==> src/rtl/wave_issue_seq.sv <==
module wave_issue_seq #(
  parameter int NUM_WF       = 4,
  parameter int WAVE_THREADS = 64,
  parameter int LANES        = 16,
  parameter int SLOTS        = 5,
  parameter int PC_W         = 8,
  parameter int REG_W        = 6,
  localparam int WF_W     = (NUM_WF > 1) ? $clog2(NUM_WF) : 1,
  localparam int QUARTERS = WAVE_THREADS / LANES,
  localparam int QW       = $clog2(QUARTERS),
  localparam int TW       = $clog2(WAVE_THREADS),
  localparam int AW       = WF_W + QW + REG_W
) (
  input  logic              clk,
  input  logic              rst_n,
  input  logic [NUM_WF-1:0] start,
  output logic              fetch_req,
  output logic [WF_W-1:0]   fetch_wf,
  output logic [PC_W-1:0]   fetch_pc,
  input  logic [1:0]        ins_kind,
  input  logic [SLOTS-1:0]  ins_slots,
  input  logic [REG_W-1:0]  ins_reg,
  output logic              iss_valid,
  output logic [WF_W-1:0]   iss_wf,
  output logic [QW-1:0]     iss_quarter,
  output logic [TW-1:0]     iss_thread,
  output logic [SLOTS-1:0]  lane_en,
  output logic [AW-1:0]     rf_addr,
  output logic              done_valid,
  output logic [WF_W-1:0]   done_wf
);

  logic [NUM_WF-1:0] active, waiting, ready, sel_oh, launch, act_n, wait_n;
  logic [PC_W-1:0]   pc [NUM_WF];
  logic [WF_W-1:0]   rr, sel, cur_wf;
  logic [QW-1:0]     q;
  logic [REG_W-1:0]  cur_reg;
  logic [SLOTS-1:0]  cur_slots;
  logic              busy, found, boundary, take, is_bundle, arrive, retire, release_all;

  assign ready = active & ~waiting;

  always_comb begin
    logic [WF_W-1:0] idx;
    found = 1'b0;
    sel   = '0;
    for (int k = 1; k <= NUM_WF; k++) begin
      idx = rr + WF_W'(k);
      if (!found && ready[idx]) begin
        found = 1'b1;
        sel   = idx;
      end
    end
  end

  assign boundary  = !busy || (q == QW'(QUARTERS - 1));
  assign take      = boundary && found;
  assign sel_oh    = NUM_WF'(1) << sel;
  assign is_bundle = (ins_kind == 2'b00);
  assign arrive    = take && (ins_kind == 2'b01);
  assign retire    = take && ins_kind[1];
  assign launch    = start & ~active;

  assign act_n       = (active & ~(retire ? sel_oh : '0)) | launch;
  assign wait_n      = (waiting | (arrive ? sel_oh : '0)) & ~launch;
  assign release_all = (|act_n) && ((act_n & ~wait_n) == '0);

  assign fetch_req = take;
  assign fetch_wf  = sel;
  assign fetch_pc  = pc[sel];

  assign iss_valid   = busy;
  assign iss_wf      = cur_wf;
  assign iss_quarter = q;
  assign iss_thread  = TW'(int'(q) * LANES);
  assign lane_en     = busy ? cur_slots : '0;
  assign rf_addr     = {cur_wf, q, cur_reg};

  always_ff @(posedge clk or negedge rst_n) begin
    if (!rst_n) begin
      active     <= '0;
      waiting    <= '0;
      rr         <= WF_W'(NUM_WF - 1);
      busy       <= 1'b0;
      q          <= '0;
      cur_wf     <= '0;
      cur_reg    <= '0;
      cur_slots  <= '0;
      done_valid <= 1'b0;
      done_wf    <= '0;
      for (int i = 0; i < NUM_WF; i++) pc[i] <= '0;
    end else begin
      done_valid <= retire;
      if (retire) done_wf <= sel;
      if (take) rr <= sel;
      if (take && is_bundle) begin
        busy      <= 1'b1;
        q         <= '0;
        cur_wf    <= sel;
        cur_reg   <= ins_reg;
        cur_slots <= ins_slots;
      end else if (boundary) begin
        busy <= 1'b0;
      end else begin
        q <= q + 1'b1;
      end
      active  <= act_n;
      waiting <= release_all ? '0 : wait_n;
      for (int i = 0; i < NUM_WF; i++) begin
        if (launch[i])
          pc[i] <= '0;
        else if ((take && is_bundle && sel == WF_W'(i)) || (release_all && wait_n[i]))
          pc[i] <= pc[i] + 1'b1;
      end
    end
  end

endmodule

==> config.mk <==
export PLATFORM = sky130hd
export DESIGN_NAME = wave_issue_seq
export DESIGN_NICKNAME = d
export VERILOG_FILES = /design/src/rtl/wave_issue_seq.sv
export SDC_FILE = /design/constraint.sdc
export NUM_CORES = 1
export LEC_CHECK = 0
export ABC_CLOCK_PERIOD_IN_PS = 7400
export BUFFER_PORTS_ARGS = -buffer_cell sky130_fd_sc_hd__buf_2
export CORE_AREA = 2 2 82 84
export DETAILED_ROUTE_END_ITERATION = 12
export DIE_AREA = 0 0 84 86
export PLACE_DENSITY = 0.85
export SYNTH_ARGS = -nofsm -noshare
export SYNTH_HDL_FRONTEND = slang
export SYNTH_SLANG_ARGS = --single-unit
==> constraint.sdc <==
create_clock -name clk -period 7.4 [get_ports clk]
set_input_delay 1.48 -clock clk [delete_from_list [all_inputs] [get_ports clk]]
set_output_delay 1.48 -clock clk [all_outputs]
set_load 0.01 [all_outputs]
## After elaboration in Yosys (flattened, before gate mapping)

Cells that the tools add are included.

| operators by class | value |
|---|---|
| $add $sub $neg | 8 |
| $lt $le $gt $ge | 5 |
| equality and inequality tests | 6 |
| shifts and indexed selects | 1 |
| multiplexer cells | 35 |
| bitwise logic cells | 13 |
| reductions and logical operators | 34 |

Operators by type and width:

| operator | count |
|---|---|
| $mux 8 | 10 |
| $add 8x1->8 const B | 4 |
| $and 4x4->4 | 5 |
| $not 4->4 | 5 |
| $bmux 8 s2 | 1 |
| $logic_and 1x1->1 | 16 |
| $lt 2x3->1 const B | 4 |
| $mux 2 | 6 |
| $mux 4 | 3 |
| $mux 1 | 10 |
| $reduce_bool 2->1 | 5 |
| $bmux 1 s2 | 4 |
| $or 4x4->4 | 2 |
| $eq 2x2->1 const B | 3 |
| $logic_or 1x1->1 | 5 |
| $mux 5 | 1 |
| $add 2x1->2 const B | 2 |
| $add 2x2->2 const B | 2 |
| $eq 2x1->1 const B | 2 |
| $logic_not 1->1 | 4 |
| $logic_not 2->1 | 2 |
| $logic_not 4->1 | 1 |
| $reduce_or 4->1 | 1 |
| $shl 1x2->4 const A | 1 |
| 3 further kinds | 3 |

| storage, ports and cells | value |
|---|---|
| flip-flop bits (word level) | 61 |
| input bits | 19 |

## Logic depth before layout (Yosys ltp)

Gate-level depths: netlist of the first run.

| depth | value |
|---|---|
| depth in word-level cells | 27 |
| mapped depth | 12 |
| gate-level depth less buffers | 9 |

## Worst setup path before layout of the first run

Ideal clock, no wire load.

| timing path | value |
|---|---|
| path kind | register to output |
| start | reg waiting[3] |
| end | out fetch_pc[0] |
| data arrival time | 2.314 ns |
| data required time | 5.920 ns |
| path slack | 3.606 ns |
| cell stages (with the launch flop) | 10 |
| path buffers | 3 |
| cell sequence | dfrtp_1 and2b_1 o32ai_2 a311o_1 buf_6 inv_1 clkbuf_1 clkbuf_1 nand2_1 a31oi_1 |

| between the ends | value |
|---|---|
| word-level cells in the longest chain between the ends | 18 |
| elaborated cells on any way between the ends | 27 |
| classes of those cells | mux: 18; bitwise: 3; reduce/logical: 6 |

Ends and longest elaborated chain:

| what | line | source |
|---|---|---|
| from (decl) | 33 | `logic [NUM_WF-1:0] active, waiting, ready, sel_oh, launch, act_n, wait_n;` |
| from (signal assigned) | 108 | `waiting <= release_all ? '0 : wait_n;` |
| $not 4->4 * | 41 | `assign ready = active & ~waiting;` |
| $and 4x4->4 * | 41 |  |
| $bmux 1 s2 | 49 | `if (!found && ready[idx]) begin` |
| $mux 1 (implied by the code) | 49 |  |
| $mux 1 | 49 |  |
| $logic_not 1->1 | 49 |  |
| $logic_and 1x1->1 | 49 |  |
| $mux 1 | 49 |  |
| [2 not listed] | -- |  |
| $mux 1 | 49 |  |
| $logic_not 1->1 | 49 |  |
| $logic_and 1x1->1 | 49 |  |
| $mux 2 * | 49 |  |
| named net fetch_wf[1] | 18 | `output logic [WF_W-1:0] fetch_wf,` |
| $not 2->3 (implied by the code) * | 70 | `assign fetch_pc = pc[sel];` |
| $bmux 8 s2 * | 70 |  |
| $mux 8 (implied by the code) * (2 in series) | 70 |  |
| to (decl) | 19 | `output logic [PC_W-1:0] fetch_pc,` |

The timed path passes the listed nets; every way through them passes the cells marked *. The select of a mux whose other input is x is not followed.

## Worst setup path after layout of the first run

| timing path | value |
|---|---|
| start | reg rr[1] |
| end | out fetch_pc[0] |

| between the ends | value |
|---|---|
| word-level cells in the longest chain between the ends | 17 |
| elaborated cells on any way between the ends | 28 |
| classes of those cells | add/sub: 3; mux: 18; bitwise: 1; reduce/logical: 6 |

Ends and longest elaborated chain:

| what | line | source |
|---|---|---|
| from (decl) | 35 | `logic [WF_W-1:0] rr, sel, cur_wf;` |
| from (signal assigned) | 83 | `rr <= WF_W'(NUM_WF - 1);` |
| from (signal assigned) | 95 | `if (take) rr <= sel;` |
| $add 2x1->2 | 48 | `idx = rr + WF_W'(k);` |
| $bmux 1 s2 | 49 |  |
| $mux 1 (implied by the code) | 49 |  |
| $mux 1 | 49 |  |
| $logic_not 1->1 | 49 |  |
| $logic_and 1x1->1 | 49 |  |
| $mux 1 | 49 |  |
| $logic_not 1->1 | 49 |  |
| $logic_and 1x1->1 | 49 |  |
| $mux 1 | 49 |  |
| $logic_not 1->1 | 49 |  |
| $logic_and 1x1->1 | 49 |  |
| $mux 2 * | 49 |  |
| $not 2->3 (implied by the code) * | 70 |  |
| $bmux 8 s2 * | 70 |  |
| $mux 8 (implied by the code) * (2 in series) | 70 |  |

Every way passes the cells marked *; elsewhere a longest branch is shown, timed or not. The select of a mux whose other input is x is not followed.

==> results of run 1 <==
[tightest hold or removal path: cells and delay by family (launching register included)]
kind	cells	cell delay [ns]
flops	1	0.33
simple gates	2	0.10
[synthesized netlist by cell type, types with 3 or more instances]
| master | instances |
|---|---|
| a211oi_1 | 11 |
| a21oi_1 | 20 |
| a31oi_1 | 14 |
| and2_1 | 8 |
| and3_1 | 13 |
| and4_1 | 3 |
| buf_2 | 4 |
| buf_4 | 11 |
| clkbuf_1 | 14 |
| dfrtp_1 | 59 |
| ha_1 | 5 |
| inv_1 | 12 |
| mux2_2 | 3 |
| mux2i_1 | 19 |
| nand2_1 | 104 |
| nand2b_1 | 12 |
| nand3_1 | 16 |
| nand4_1 | 9 |
| nor2_1 | 17 |
| nor2b_1 | 4 |
| nor3_1 | 6 |
| o211ai_1 | 3 |
| o21ai_0 | 9 |
| o21ai_1 | 3 |
| o22ai_1 | 3 |
| o31ai_1 | 10 |
| or4_1 | 9 |
[per-stage QoR]
step / instances / power [uW] / hold slack [ns]
2_1_floorplan: 449 / 1370 / 0.438
3_3_place_gp: 552 / 1630 / 0.452
3_5_place_dp: 552 / 1670 / 0.456
4_1_cts: 567 / 2000 / 0.472
5_1_grt: 567 / 2150 / 0.505
6_report: 567 / 2020 / 0.467
[layout make-up]
| class | count | area, um^2 |
|---|---|---|
| clock buffers | 11 | 141 |
| clock inverters | 4 | 72.6 |
| fillers | 502 | 1990 |
| inverters | 13 | 48.8 |
| multi-input cells | 344 | 2110 |
| flip-flops and latches | 61 | 1530 |
| well taps | 77 | 96.3 |
| repair buffers | 57 | 293 |
[routing by layer]
layer  vias to the layer above  global-route usage  routed length (um)  part of all wire
met2                       211               0.457                4640              0.47
met4                         0              0.0953                 110             0.011
li1                       1685                   -                   -                 -
met1                      1744               0.391                4310              0.44
met3                        16              0.0664                 811             0.082
met5                         -                   0                   0                 0
[power by group through the flow]
stage | sequential [uW] | clock, uW | combinational (uW)
global route | 569 | 341 | 1240
CTS | 548 | 326 | 1120
floorplan | 528 | 0 | 844
global placement | 549 | 0 | 1090
finish | 554 | 325 | 1140
detailed placement | 552 | 0 | 1110
[worst max path at each step]
stage	startpoint	to	slack, ns	cells past startpoint
CTS	rr[1]	fetch_pc[0]	3.16	8
finish	rr[1]	fetch_pc[0]	3.12	8
global route	rr[1]	fetch_pc[0]	2.99	8
floorplan	waiting[3]	fetch_pc[0]	3.61	9
global placement	start[0]	pc[5]	3.48	8
detailed placement	start[0]	pc[4]	3.35	8
[cells by family after synthesis]
logic type	Yosys count	synth area share
compound gates	97	0.190
xor+xnor	1	0.00227
fa+ha+maj	6	0.0188
buf+inv	44	0.0588
flops	61	0.397
mux	22	0.0581
other cells	1	0.000973
simple gates	214	0.274
==> flow_summary.yaml, run 1 <==
cts:
  htreeDepth: 3
  cts-buffers-inserted: 9
  cts.sinks: 61
  insertion_delay_ns: 0.34
  postCtsSetupRepairBufs: 0
  hold_buffers: 0
  cts_resized: 0
  clockRootBuffer: "clkbuf_8"
  clk_pin_slew_ns: 0.07
  cts_tree: "done"
  clock_path_buffers: 2
detailed_routing:
  drtIter0Drc: 532
  avgViaCountPerCell: 6.45
  dr.pass1.iters: 7
  routedWlPerCell_um: 17.4
  vias: 3656
  drc: 0
  wl_um: 9860
  postRouteAntennaNets: 0
sta:
  relSlewSlack: 0.308
  post-route-min-period_ns: 4.28
  hold_violations: 0
  setup_tns_ns: 0
  tightestPinTransition_ns: 1.04
  setup_viol: 0
  max_clock_freq_mhz: 234
  skew_ns: 0.00518
  fin_ws_ns: 3.12
  post-route-period-util: 0.578
  drv_slew: 0
  grt_setup_unrepaired: "no"
global_route:
  grt_max_degree: 62
  grtUsageTotal: 0.287
  antenna_found_initial: 0
  grt_pass1_vias: 3471
  grt_overflow: 0
  grt_pass1_wl_um: 16700
finish:
  final_core_util: 0.683
  nets: 510
  final_cell_mix: "nand2_1, dfrtp_1, buf_2"
  largest_register_ffs: 32
  drive_gt1_frac: 0.188
  design_area_um2: 4290
  antenna_cells: 0
  layout_commonest_cell: "nand2_1"
  synthToLayoutAreaGrowth_pct: 11.3
setup_path:
  slowest_delay_ns: 0.67
  r2r_end: "pc[7]"
  r2r_setup_slack_ns: 3.67
  cp_slowest_cell: "dfstp_2"
  worst-endpoint-required_ns: 5.92
  cp.arrival_ns: 2.80
  worstRegToRegCells: 9
  critPathKind: "flop to primary output"
  critPathMaxFanout: 22
  critPathLaunchType: "flop"
  path_buf_inv: 2
  crit_family: "buffers and inverters"
  cp-end-kind: "primary output"
  rr_startpoint: "rr[1]"
  cp_cell_sequence: "and3b_1, o32ai_2, a311o_1, inv_1, nand2_1, and3_1, a31oi_1, buf_2"
logic_synthesis:
  yosysUniqueCellTypes: 64
  ys_seq_elements: 61
  synth_cells: 446
  ys_warn_count: 0
  yosysSeqAreaShare: 0.397
  yosysTopAreaCell: "dfrtp_1"
  synth-edff-count: 0
  netlist_area_um2: 3850
  async_flop_share: 1.00
  yosys-top-cells-area: "dfrtp_1, nand2_1, mux2i_1"
  synth_flop_cell: "dfrtp_1"
  synth_top_area_share: 0.383
  syn_avg_cell_area_um2: 8.64
run:
  cap_violations: 0
min_path:
  holdCritStartpoint: "cur_slots[2]"
  min_path_cells: 2
  holdPathEnd: "cur_slots[2]"
  hold_path.class: "flop to flop"
floorplanning:
  coreArea_um2: 6280
  die_h_um: 86
  dieArea_um2: 7220
  initial_core_util: 0.614
  num_rows: 29
  dieWidth_um: 84
  boundaryPins: 59
power_and_ir_drop:
  switching_power_uw: 988
  clockPowerShare: 0.161
  power_density_nw_per_um2: 470
  p_int_uw: 1030
  combPwrFrac: 0.564
  pwr-share-seq: 0.275
  max-vdd-ir-drop_mv: 0.237
  p_leak_uw: 0.00193
  switching_share: 0.490
status:
  status: "finished, final reports clean"
placement:
  hpwlAfterDp_um: 6880
  placed_cell_area_um2: 4080
  numPortBuffers: 54
  gp_congestion: 0.914
  place_ws_ns: 3.35
(Power assumes the default switching activity.)
==> inputs of run 2 (changes only) <==
==> config.mk (replaced) <==
export PLATFORM = sky130hd
export DESIGN_NAME = wave_issue_seq
export DESIGN_NICKNAME = d
export VERILOG_FILES = /design/src/rtl/wave_issue_seq.sv
export SDC_FILE = /design/constraint.sdc
export NUM_CORES = 1
export LEC_CHECK = 0
export ABC_CLOCK_PERIOD_IN_PS = 4400
export BUFFER_PORTS_ARGS = -buffer_cell sky130_fd_sc_hd__buf_2
export CORE_AREA = 2 2 86 88
export DETAILED_ROUTE_END_ITERATION = 12
export DIE_AREA = 0 0 88 90
export PLACE_DENSITY = 0.78
export SYNTH_ARGS = -nofsm -noshare
export SYNTH_HDL_FRONTEND = slang
export SYNTH_SLANG_ARGS = --single-unit
==> constraint.sdc (replaced) <==
create_clock -name clk -period 4.4 [get_ports clk]
set_input_delay 0.88 -clock clk [delete_from_list [all_inputs] [get_ports clk]]
set_output_delay 0.88 -clock clk [all_outputs]
set_load 0.01 [all_outputs]
==> flow_summary.yaml, run 2 (synthesized netlist as in run 1, its figures left out) <==
global_route:
  grtUsageTotal: 0.263
  antenna_found_initial: 0
  grt_overflow: 0
  grt_pass1_wl_um: 16400
  grt_pass1_vias: 3334
  grt_max_degree: 38
placement:
  gp_congestion: 0.920
  hpwlAfterDp_um: 7010
  placed_cell_area_um2: 4110
  numPortBuffers: 54
setup_path:
  critPathLaunchType: "flop"
  critPathKind: "flop to primary output"
  cp-end-kind: "primary output"
  critPathMaxFanout: 22
  cp.arrival_ns: 3.02
  worst-endpoint-required_ns: 3.52
  worstRegToRegCells: 9
floorplanning:
  boundaryPins: 59
  coreArea_um2: 7020
  die_h_um: 90
  num_rows: 31
  dieArea_um2: 7920
  initial_core_util: 0.549
  dieWidth_um: 88
sta:
  max_clock_freq_mhz: 256
  tightestPinTransition_ns: 0.965
  post-route-min-period_ns: 3.90
  post-route-period-util: 0.887
  skew_ns: 0.0142
  setup_tns_ns: 0
  hold_violations: 0
  grt_setup_unrepaired: "no"
  relSlewSlack: 0.357
  setup_viol: 0
  drv_slew: 0
detailed_routing:
  routedWlPerCell_um: 16.7
  postRouteAntennaNets: 0
  drc: 0
  vias: 3555
  avgViaCountPerCell: 6.02
  drtIter0Drc: 269
  dr.pass1.iters: 5
  wl_um: 9850
power_and_ir_drop:
  max-vdd-ir-drop_mv: 0.519
  finalPower_uw: 3370
  switching_share: 0.504
  p_int_uw: 1670
  switching_power_uw: 1700
  power_density_nw_per_um2: 780
  pwr-share-seq: 0.275
  clockPowerShare: 0.157
  p_leak_uw: 0.00194
  combPwrFrac: 0.569
finish:
  antenna_cells: 0
  drive_gt1_frac: 0.193
  nets: 511
  n_fill_cell: 617
  final_cell_mix: "nand2_1, dfrtp_1, buf_2"
  layout_commonest_cell: "nand2_1"
  largest_register_ffs: 32
  synthToLayoutAreaGrowth_pct: 11.9
  design_area_um2: 4310
cts:
  hold_buffers: 0
  cts-buffers-inserted: 9
  clk_pin_slew_ns: 0.08
  cts_resized: 0
  clockRootBuffer: "clkbuf_8"
  insertion_delay_ns: 0.35
  clock_path_buffers: 2
  postCtsSetupRepairBufs: 0
  cts.sinks: 61
  htreeDepth: 3
  cts_tree: "done"
run:
  cap_violations: 0
min_path:
  hold_path.class: "flop to flop"
  min_path_cells: 2
status:
  status: "finished, final reports clean"
run 2: area by class of cell:
cell class / instances / area, um^2 / area share
timing repair buffer: 58 / 300 / 0.0696
tap: 99 / 124 / 0.0287
clock buffer: 9 / 124 / 0.0287
inverter: 13 / 48.8 / 0.0113
multi-input combinational: 344 / 2110 / 0.489
sequential: 61 / 1530 / 0.354
clock inverter: 7 / 78.8 / 0.0183
run 2: through the flow:
| stage | worst slack, ns | util | hold slack, ns | cells |
|---|---|---|---|---|
| floorplan | 1.21 | - | 0.438 | 449 |
| global placement | 0.843 | 0.586 | 0.456 | 575 |
| detailed placement | 0.698 | 0.586 | 0.460 | 575 |
| CTS | 0.557 | 0.615 | 0.485 | 591 |
| global route | 0.301 | 0.615 | 0.506 | 591 |
| finish | 0.499 | 0.615 | 0.483 | 591 |
run 2: critical path: stages (launching register included):
cell,delay (ns)
dfstp_2,0.65
and3b_1,0.21
o32ai_2,0.08
a311o_1,0.47
inv_1,0.53
nand2_1,0.16
and3_1,0.19
a31oi_1,0.20
buf_2,0.17
run 2: path summary, 6_finish.rpt:
kind,from,to,slack (ns)
max in group asynchronous,rst_n,waiting[2],2.88
max,rr[1],fetch_pc[2],0.50
min,cur_slots[3],cur_slots[3],0.48
min in group asynchronous,rst_n,active[1],0.65
min reg2reg,cur_slots[3],cur_slots[3],0.48
max reg2reg,rr[1],pc[1],0.63
run 2: power groups by stage:
stage / logic, uW / clock network (uW) / registers (uW)
after global routing: 2100 / 561 / 950
after CTS: 1900 / 531 / 919
final: 1910 / 528 / 924
after floorplan: 1420 / 0 / 888
after global placement: 1850 / 0 / 915
after detailed placement: 1890 / 0 / 924
run 2: routing by layer:
layer	track usage	part of all wire	up-vias
met2	0.394	0.48	151
li1	-	-	1691
met3	0.0661	0.064	13
met4	0.0795	0.014	0
met5	0	0	-
met1	0.376	0.44	1700
